`src/rtl/owm_pkg.sv`:
```
package owm_pkg;
    typedef enum logic [1:0] {
        OP_RESET  = 2'b00,
        OP_WRITE0 = 2'b01,
        OP_WRITE1 = 2'b10,
        OP_READ   = 2'b11
    } owm_op_e;

    typedef enum logic [2:0] {
        ST_IDLE,
        ST_STRETCH,
        ST_LOW,
        ST_HIGH,
        ST_RECOVER
    } owm_state_e;
endpackage

```
`src/rtl/owm_slot_durations.sv`:
```
module owm_slot_durations
    import owm_pkg::*;
#(
    parameter int TICKS_PER_US    = 8,
    parameter int STD_LOW1_US     = 6,
    parameter int OD_LOW1_US      = 1,
    parameter int READ_SAMP_TICKS = 2,
    parameter int RISE_TICKS      = 2,
    parameter int HIGH_SUPPLY     = 0,
    parameter int RST_LOW_STD_US  = 480,
    parameter int RST_LOW_OD_US   = 70,
    parameter int STD_SLOT_US     = 65,
    parameter int OD_SLOT_US      = 8,
    parameter int STD_W0_US       = 60,
    parameter int OD_W0_US        = 7,
    parameter int STD_RST_HI_US   = 410,
    parameter int OD_RST_HI_US    = 40,
    parameter int STD_PRES_US     = 70,
    parameter int OD_PRES_US      = 9,
    parameter int CNT_W           = 14
) (
    input  owm_op_e          op,
    input  logic             od,
    output logic [CNT_W-1:0] low_t,
    output logic [CNT_W-1:0] high_t,
    output logic [CNT_W-1:0] samp_t,
    output logic             samp_en,
    output logic [CNT_W-1:0] rec_t,
    output logic [CNT_W-1:0] pre_rst_t
);
    localparam int T = TICKS_PER_US;
    // write-1 / read low time, capped so the sample lands inside the window
    localparam int STD_W1_CAP = 15 * T - RISE_TICKS - READ_SAMP_TICKS;
    localparam int OD_W1_CAP  = 2 * T - RISE_TICKS - READ_SAMP_TICKS;
    localparam int STD_W1_T   = (STD_LOW1_US * T > STD_W1_CAP) ? STD_W1_CAP : STD_LOW1_US * T;
    localparam int OD_W1_T    = (OD_LOW1_US * T > OD_W1_CAP) ? OD_W1_CAP : OD_LOW1_US * T;
    localparam int STD_SLOT_T = STD_SLOT_US * T;
    localparam int OD_SLOT_T  = OD_SLOT_US * T;
    localparam int STD_W0_T   = STD_W0_US * T;
    localparam int OD_W0_T    = OD_W0_US * T;
    localparam int STD_PRE_T  = (RST_LOW_STD_US > 640) ? 10 * T : 5 * T;
    localparam int OD_PRE_T   = (RST_LOW_OD_US > 640) ? 10 * T : 5 * T;
    localparam int STD_REC_T  = 5 * T;

    logic [CNT_W-1:0] od_rec;

    generate
        if (HIGH_SUPPLY != 0) begin : g_rec_high_supply
            assign od_rec = CNT_W'(1 * T);
        end else begin : g_rec_normal
            assign od_rec = CNT_W'(2 * T);
        end
    endgenerate

    always_comb begin
        samp_en   = 1'b0;
        samp_t    = CNT_W'(READ_SAMP_TICKS);
        rec_t     = od ? od_rec : CNT_W'(STD_REC_T);
        pre_rst_t = od ? CNT_W'(OD_PRE_T) : CNT_W'(STD_PRE_T);
        unique case (op)
            OP_RESET: begin
                low_t   = od ? CNT_W'(RST_LOW_OD_US * T) : CNT_W'(RST_LOW_STD_US * T);
                high_t  = od ? CNT_W'(OD_RST_HI_US * T)  : CNT_W'(STD_RST_HI_US * T);
                samp_t  = od ? CNT_W'(OD_PRES_US * T)    : CNT_W'(STD_PRES_US * T);
                samp_en = 1'b1;
            end
            OP_WRITE0: begin
                low_t  = od ? CNT_W'(OD_W0_T) : CNT_W'(STD_W0_T);
                high_t = od ? CNT_W'(OD_SLOT_T - OD_W0_T) : CNT_W'(STD_SLOT_T - STD_W0_T);
            end
            OP_WRITE1: begin
                low_t  = od ? CNT_W'(OD_W1_T) : CNT_W'(STD_W1_T);
                high_t = od ? CNT_W'(OD_SLOT_T - OD_W1_T) : CNT_W'(STD_SLOT_T - STD_W1_T);
            end
            OP_READ: begin
                low_t   = od ? CNT_W'(OD_W1_T) : CNT_W'(STD_W1_T);
                high_t  = od ? CNT_W'(OD_SLOT_T - OD_W1_T) : CNT_W'(STD_SLOT_T - STD_W1_T);
                samp_en = 1'b1;
            end
        endcase
    end
endmodule

```
`src/rtl/owm_idle_tracker.sv`:
```
module owm_idle_tracker #(
    parameter int CNT_W = 14
) (
    input  logic             clk,
    input  logic             rst_n,
    input  logic             clear,
    output logic [CNT_W-1:0] count
);
    // released-line cycles since the last slot, saturating
    always_ff @(posedge clk or negedge rst_n) begin
        if (!rst_n) begin
            count <= '1;
        end else if (clear) begin
            count <= '0;
        end else if (count != '1) begin
            count <= count + 1'b1;
        end
    end
endmodule

```
`src/rtl/owm_slot_timer.sv`:
```
module owm_slot_timer
    import owm_pkg::*;
#(
    parameter int TICKS_PER_US    = 8,
    parameter int STD_LOW1_US     = 6,
    parameter int OD_LOW1_US      = 1,
    parameter int READ_SAMP_TICKS = 2,
    parameter int RISE_TICKS      = 2,
    parameter int HIGH_SUPPLY     = 0,
    parameter int RST_LOW_STD_US  = 480,
    parameter int RST_LOW_OD_US   = 70
) (
    input  logic       clk,
    input  logic       rst_n,
    input  logic       cmd_valid,
    input  logic [1:0] cmd_op,
    input  logic       cmd_od,
    input  logic       bus_in,
    output logic       bus_oe,
    output logic       busy,
    output logic       done,
    output logic       rx_bit
);
    localparam int LONGEST = (RST_LOW_STD_US + 410 + 16) * TICKS_PER_US;
    localparam int CNT_W   = $clog2(LONGEST + 1);

    owm_state_e       state, state_nx;
    owm_op_e          op_q, dur_op;
    logic             od_q, dur_od;
    logic [CNT_W-1:0] cnt, idle_cnt;
    logic [CNT_W-1:0] low_t, high_t, samp_t, rec_t, pre_rst_t;
    logic             samp_en, rx_q, accept;

    assign accept = (state == ST_IDLE) && cmd_valid;
    assign dur_op = (state == ST_IDLE) ? owm_op_e'(cmd_op) : op_q;
    assign dur_od = (state == ST_IDLE) ? cmd_od : od_q;

    owm_slot_durations #(
        .TICKS_PER_US   (TICKS_PER_US),
        .STD_LOW1_US    (STD_LOW1_US),
        .OD_LOW1_US     (OD_LOW1_US),
        .READ_SAMP_TICKS(READ_SAMP_TICKS),
        .RISE_TICKS     (RISE_TICKS),
        .HIGH_SUPPLY    (HIGH_SUPPLY),
        .RST_LOW_STD_US (RST_LOW_STD_US),
        .RST_LOW_OD_US  (RST_LOW_OD_US),
        .CNT_W          (CNT_W)
    ) u_dur (
        .op       (dur_op),
        .od       (dur_od),
        .low_t    (low_t),
        .high_t   (high_t),
        .samp_t   (samp_t),
        .samp_en  (samp_en),
        .rec_t    (rec_t),
        .pre_rst_t(pre_rst_t)
    );

    owm_idle_tracker #(.CNT_W(CNT_W)) u_idle (
        .clk  (clk),
        .rst_n(rst_n),
        .clear((state == ST_LOW) || (state == ST_HIGH)),
        .count(idle_cnt)
    );

    // state register and slot datapath
    always_ff @(posedge clk or negedge rst_n) begin
        if (!rst_n) begin
            state <= ST_IDLE;
            op_q  <= OP_RESET;
            od_q  <= 1'b0;
            cnt   <= '0;
            rx_q  <= 1'b0;
        end else begin
            state <= state_nx;
            cnt   <= (state_nx != state) ? '0 : cnt + 1'b1;
            if (accept) begin
                op_q <= owm_op_e'(cmd_op);
                od_q <= cmd_od;
            end
            if (state == ST_HIGH && samp_en && cnt == samp_t - 1'b1) begin
                rx_q <= (op_q == OP_RESET) ? ~bus_in : bus_in;
            end
        end
    end

    // next-state logic
    always_comb begin
        state_nx = state;
        unique case (state)
            ST_IDLE: begin
                if (cmd_valid) begin
                    if (owm_op_e'(cmd_op) == OP_RESET && idle_cnt < pre_rst_t) state_nx = ST_STRETCH;
                    else                                                        state_nx = ST_LOW;
                end
            end
            ST_STRETCH: if (idle_cnt >= pre_rst_t - 1'b1) state_nx = ST_LOW;
            ST_LOW:     if (cnt == low_t - 1'b1)          state_nx = ST_HIGH;
            ST_HIGH:    if (cnt == high_t - 1'b1)         state_nx = ST_RECOVER;
            ST_RECOVER: if (idle_cnt >= rec_t - 1'b1)     state_nx = ST_IDLE;
            default:                                      state_nx = ST_IDLE;
        endcase
    end

    // outputs
    always_comb begin
        bus_oe = (state == ST_LOW);
        busy   = (state != ST_IDLE);
        done   = (state == ST_HIGH) && (cnt == high_t - 1'b1);
        rx_bit = rx_q;
    end
endmodule

```
`config.mk`:
```
export PLATFORM = sky130hd
export DESIGN_NAME = owm_slot_timer
export DESIGN_NICKNAME = d
export VERILOG_FILES = /design/src/rtl/owm_pkg.sv /design/src/rtl/owm_slot_durations.sv /design/src/rtl/owm_idle_tracker.sv /design/src/rtl/owm_slot_timer.sv
export SDC_FILE = /design/constraint.sdc
export NUM_CORES = 1
export LEC_CHECK = 0
export ABC_AREA = 1
export BUFFER_PORTS_ARGS = -buffer_cell sky130_fd_sc_hd__buf_2
export CAP_MARGIN = 20
export CORE_AREA = 2 2 90 92
export DETAILED_ROUTE_END_ITERATION = 16
export DIE_AREA = 0 0 92 94
export GPL_ROUTABILITY_DRIVEN = 0
export GPL_TIMING_DRIVEN = 0
export PLACE_DENSITY = 0.5
export SLEW_MARGIN = 20
export SYNTH_ARGS = -nofsm -noshare
export SYNTH_HDL_FRONTEND = slang
export SYNTH_SLANG_ARGS = --single-unit
```
`constraint.sdc`:
```
create_clock -name clk -period 2.5 [get_ports clk]
set_input_delay 0.25 -clock clk [delete_from_list [all_inputs] [get_ports clk]]
set_output_delay 0.25 -clock clk [all_outputs]
set_load 0.05 [all_outputs]
```
==> results.ini <==
[clock_tree]
ctsLongestPathBuffers=2
clkLatencyLatePin_ps=290
htreeDepth=2
clk_pin_slew_ps=70
cts_made_buffers=5
clock-sinks=33
cts_tree=yes
cts-root-buf=clkbuf_8

[die]
fp.dieW_um=92
std_cell_rows=32
die_area_um2=8650
floorplan.initialDensity_pct=34.6
chipHeight_um=94
pin_count=11
design.core.area_um2=7610

[timing]
tightest_slew_ps=822
fin_crit_sh_pct=111
hold_viol_final=0
clock_skew_ps=8.49
grt_setup_unrepaired=true
relSlewSlack_pct=45.2
setup_viol=14
whs_ps=54.1
tns_ps=-3090
min_period_ps=2760
maxSlewViolCount=0
fmax_mhz=362
setup_ws_ps=-264

[global_routing]
grt_pass1_wl_um=12000
grt_antenna_before_repair=0
grt.overflow.total=0
grtUsageTotal_pct=17.7
grt_max_degree=34
grt_pass1_vias=2520

[run]
drv_cap=0

[drt]
drtIter0Drc=142
wl_per_cell_um=14.0
vias=2621
drt_first_pass_iters=4
totalWireLength_um=7230
viasPerCell=5.06
antenna_left=0
drc=0

[outcome]
violations=setup timing
status=finished, violations left

[logic_synthesis]
syn_inst=380
synth_area_um2=2630
yosys.area.top_type=dfrtp_1
yosysMostFrequentCell=nand2_1
yosys_register_bits=33
synthesis.nets=393
yosys-top-cells-area=dfrtp_1 19%, nand2_1 14%, dfstp_2 13%, nand3_1 8.2%, inv_1 6.4%
synth_ff_type=dfrtp_1
ys_seq_area_share_pct=32.0
yosys_warnings=0
synth_edf_count=0
async_flop_share_pct=100
synth_top_area_share_pct=19.0
yosys.cell_types.count=38
synth.top_cells.by_count=100 x nand2_1, 45 x inv_1, 43 x nand3_1
avgSynthCellArea_um2=6.92

[pwr]
p_leak_nw=1.43
power_density_nw_per_um2=289
vdd_drop_max_mv=0.150
fin_total_pwr_w=0.000963

[finish]
nets=428
diodes=0
syn_to_final_growth_pct=26.8
drive_above_1_share_pct=31.7

[min_path]
hp-class=input pin to async pin

[placed_design]
dp_hpwl_um=5170
io_buffers=10
place_ws_ps=-500

[critical_path]
crit_arrival_ps=2950
crit_top_cell=nand2_4
crit_slowest_cell=dfrtp_2
endpoint_kind=register
critPathLaunchType=register
crit_type=register to register
required_ps=2680
path_cells=nor2_8 > nand2_8 > nand2_4 > nand2_4 > ha_4 > nand3_4 > nand2_4 > buf_4 > nand2_2 > inv_1 > nand3_1 > nand2_1 > nand2_1 > nand2_1 > nor2_1 > nand2_2 > nand3_1 > nand2_2 > nand2_4 > clkbuf_16 > nor2_2
worstPathMaxFanout=8
max_stage_delay_ps=450

## where the power goes
part | leakage, nW | internal [W] | switching [W]
sequential | 0.397 | 0.000535 | 0
combinational | 0.990 | 0.00000474 | 0.0000172
clock | 0.0450 | 0.000193 | 0.000213
total | 1.43 | 0.000733 | 0.000230
## worst paths after layout
path,start,endpoint,slack [ps],cells past startpoint
worst max-delay path,state[0],cnt[7],-260,21
worst min-delay path,rst_n,rx_bit,50,1
worst max register to register,state[0],cnt[7],-260,21
worst min register to register,u_idle.count[10],u_idle.count[10],500,2
max in group asynchronous,rst_n,state[0],1890,1
min in group clk,cmd_valid,state[1],280,3
## worst max-delay path, delay by kind of cell (launching register included)
kind          cells  cell delay [ps]
fa+ha+maj         1              180
flops             1              450
simple gates     17             1640
buf+inv           3              350
## metal layers
metal / global-route usage (%) / part of all wire, % / vias to the layer above
li1: - / - / 1311
met1: 22.8 / 46 / 1256
met2: 30.6 / 49 / 43
met3: 2.73 / 2.9 / 11
met4: 5.60 / 1.6 / 0
met5: 0 / 0 / -
## cell type report
class / instances / area [um2]
plain buffers: 3 / 38.8
clock buffers: 6 / 72.6
clock inverters: 2 / 10.0
fillers: 774 / 4270
inverters: 50 / 196
multi-input cells: 293 / 1820
flip-flops and latches: 33 / 845
well taps: 102 / 128
repair buffers: 29 / 224
## metrics by stage
stage               std cells  cell area [um2]  util (%)
floorplan                 380             2700         -
finish                    518             3340      43.8
global placement          492             2880      37.8
detailed placement        492             2880      37.8
CTS                       514             3140      41.2
global route              518             3340      43.8
## cell usage in the layout, fill, tap and decap left out, drive strengths merged, types with 2 or more instances in the layout
cell,n
a21oi,16
a31oi,2
buf,30
clkbuf,8
clkinv,3
dfrtp,20
dfstp,13
ha,6
inv,49
nand2,113
nand3,48
nand4,13
nor2,49
nor3,10
o21ai,14
xnor2,3
xor2,11
## cell families after synthesis
group	share of synthesized area (%)
compound gates	8.14
xor+xnor	4.66
fa+ha+maj	2.85
buf+inv	8.09
flops	32.0
simple gates	44.2
## sequential cells by signal, indices dropped and copies added (netlist names)
| name | count |
|---|---|
| op_q | 2 |
| u_idle.count | 13 |
| cnt | 13 |
| od_q | 1 |
| rx_bit | 1 |
| state | 3 |
## what timing repair did
action | in CTS | in global routing
gates cloned | 0 | 1
hold buffers | 0 | 0
setup endpoints to repair | 15 | 17
pin swaps | 14 | 13
buffers inserted | 15 | 3
gates resized for setup | 19 | 36
No activity file was read; power rests on OpenSTA's default activity.
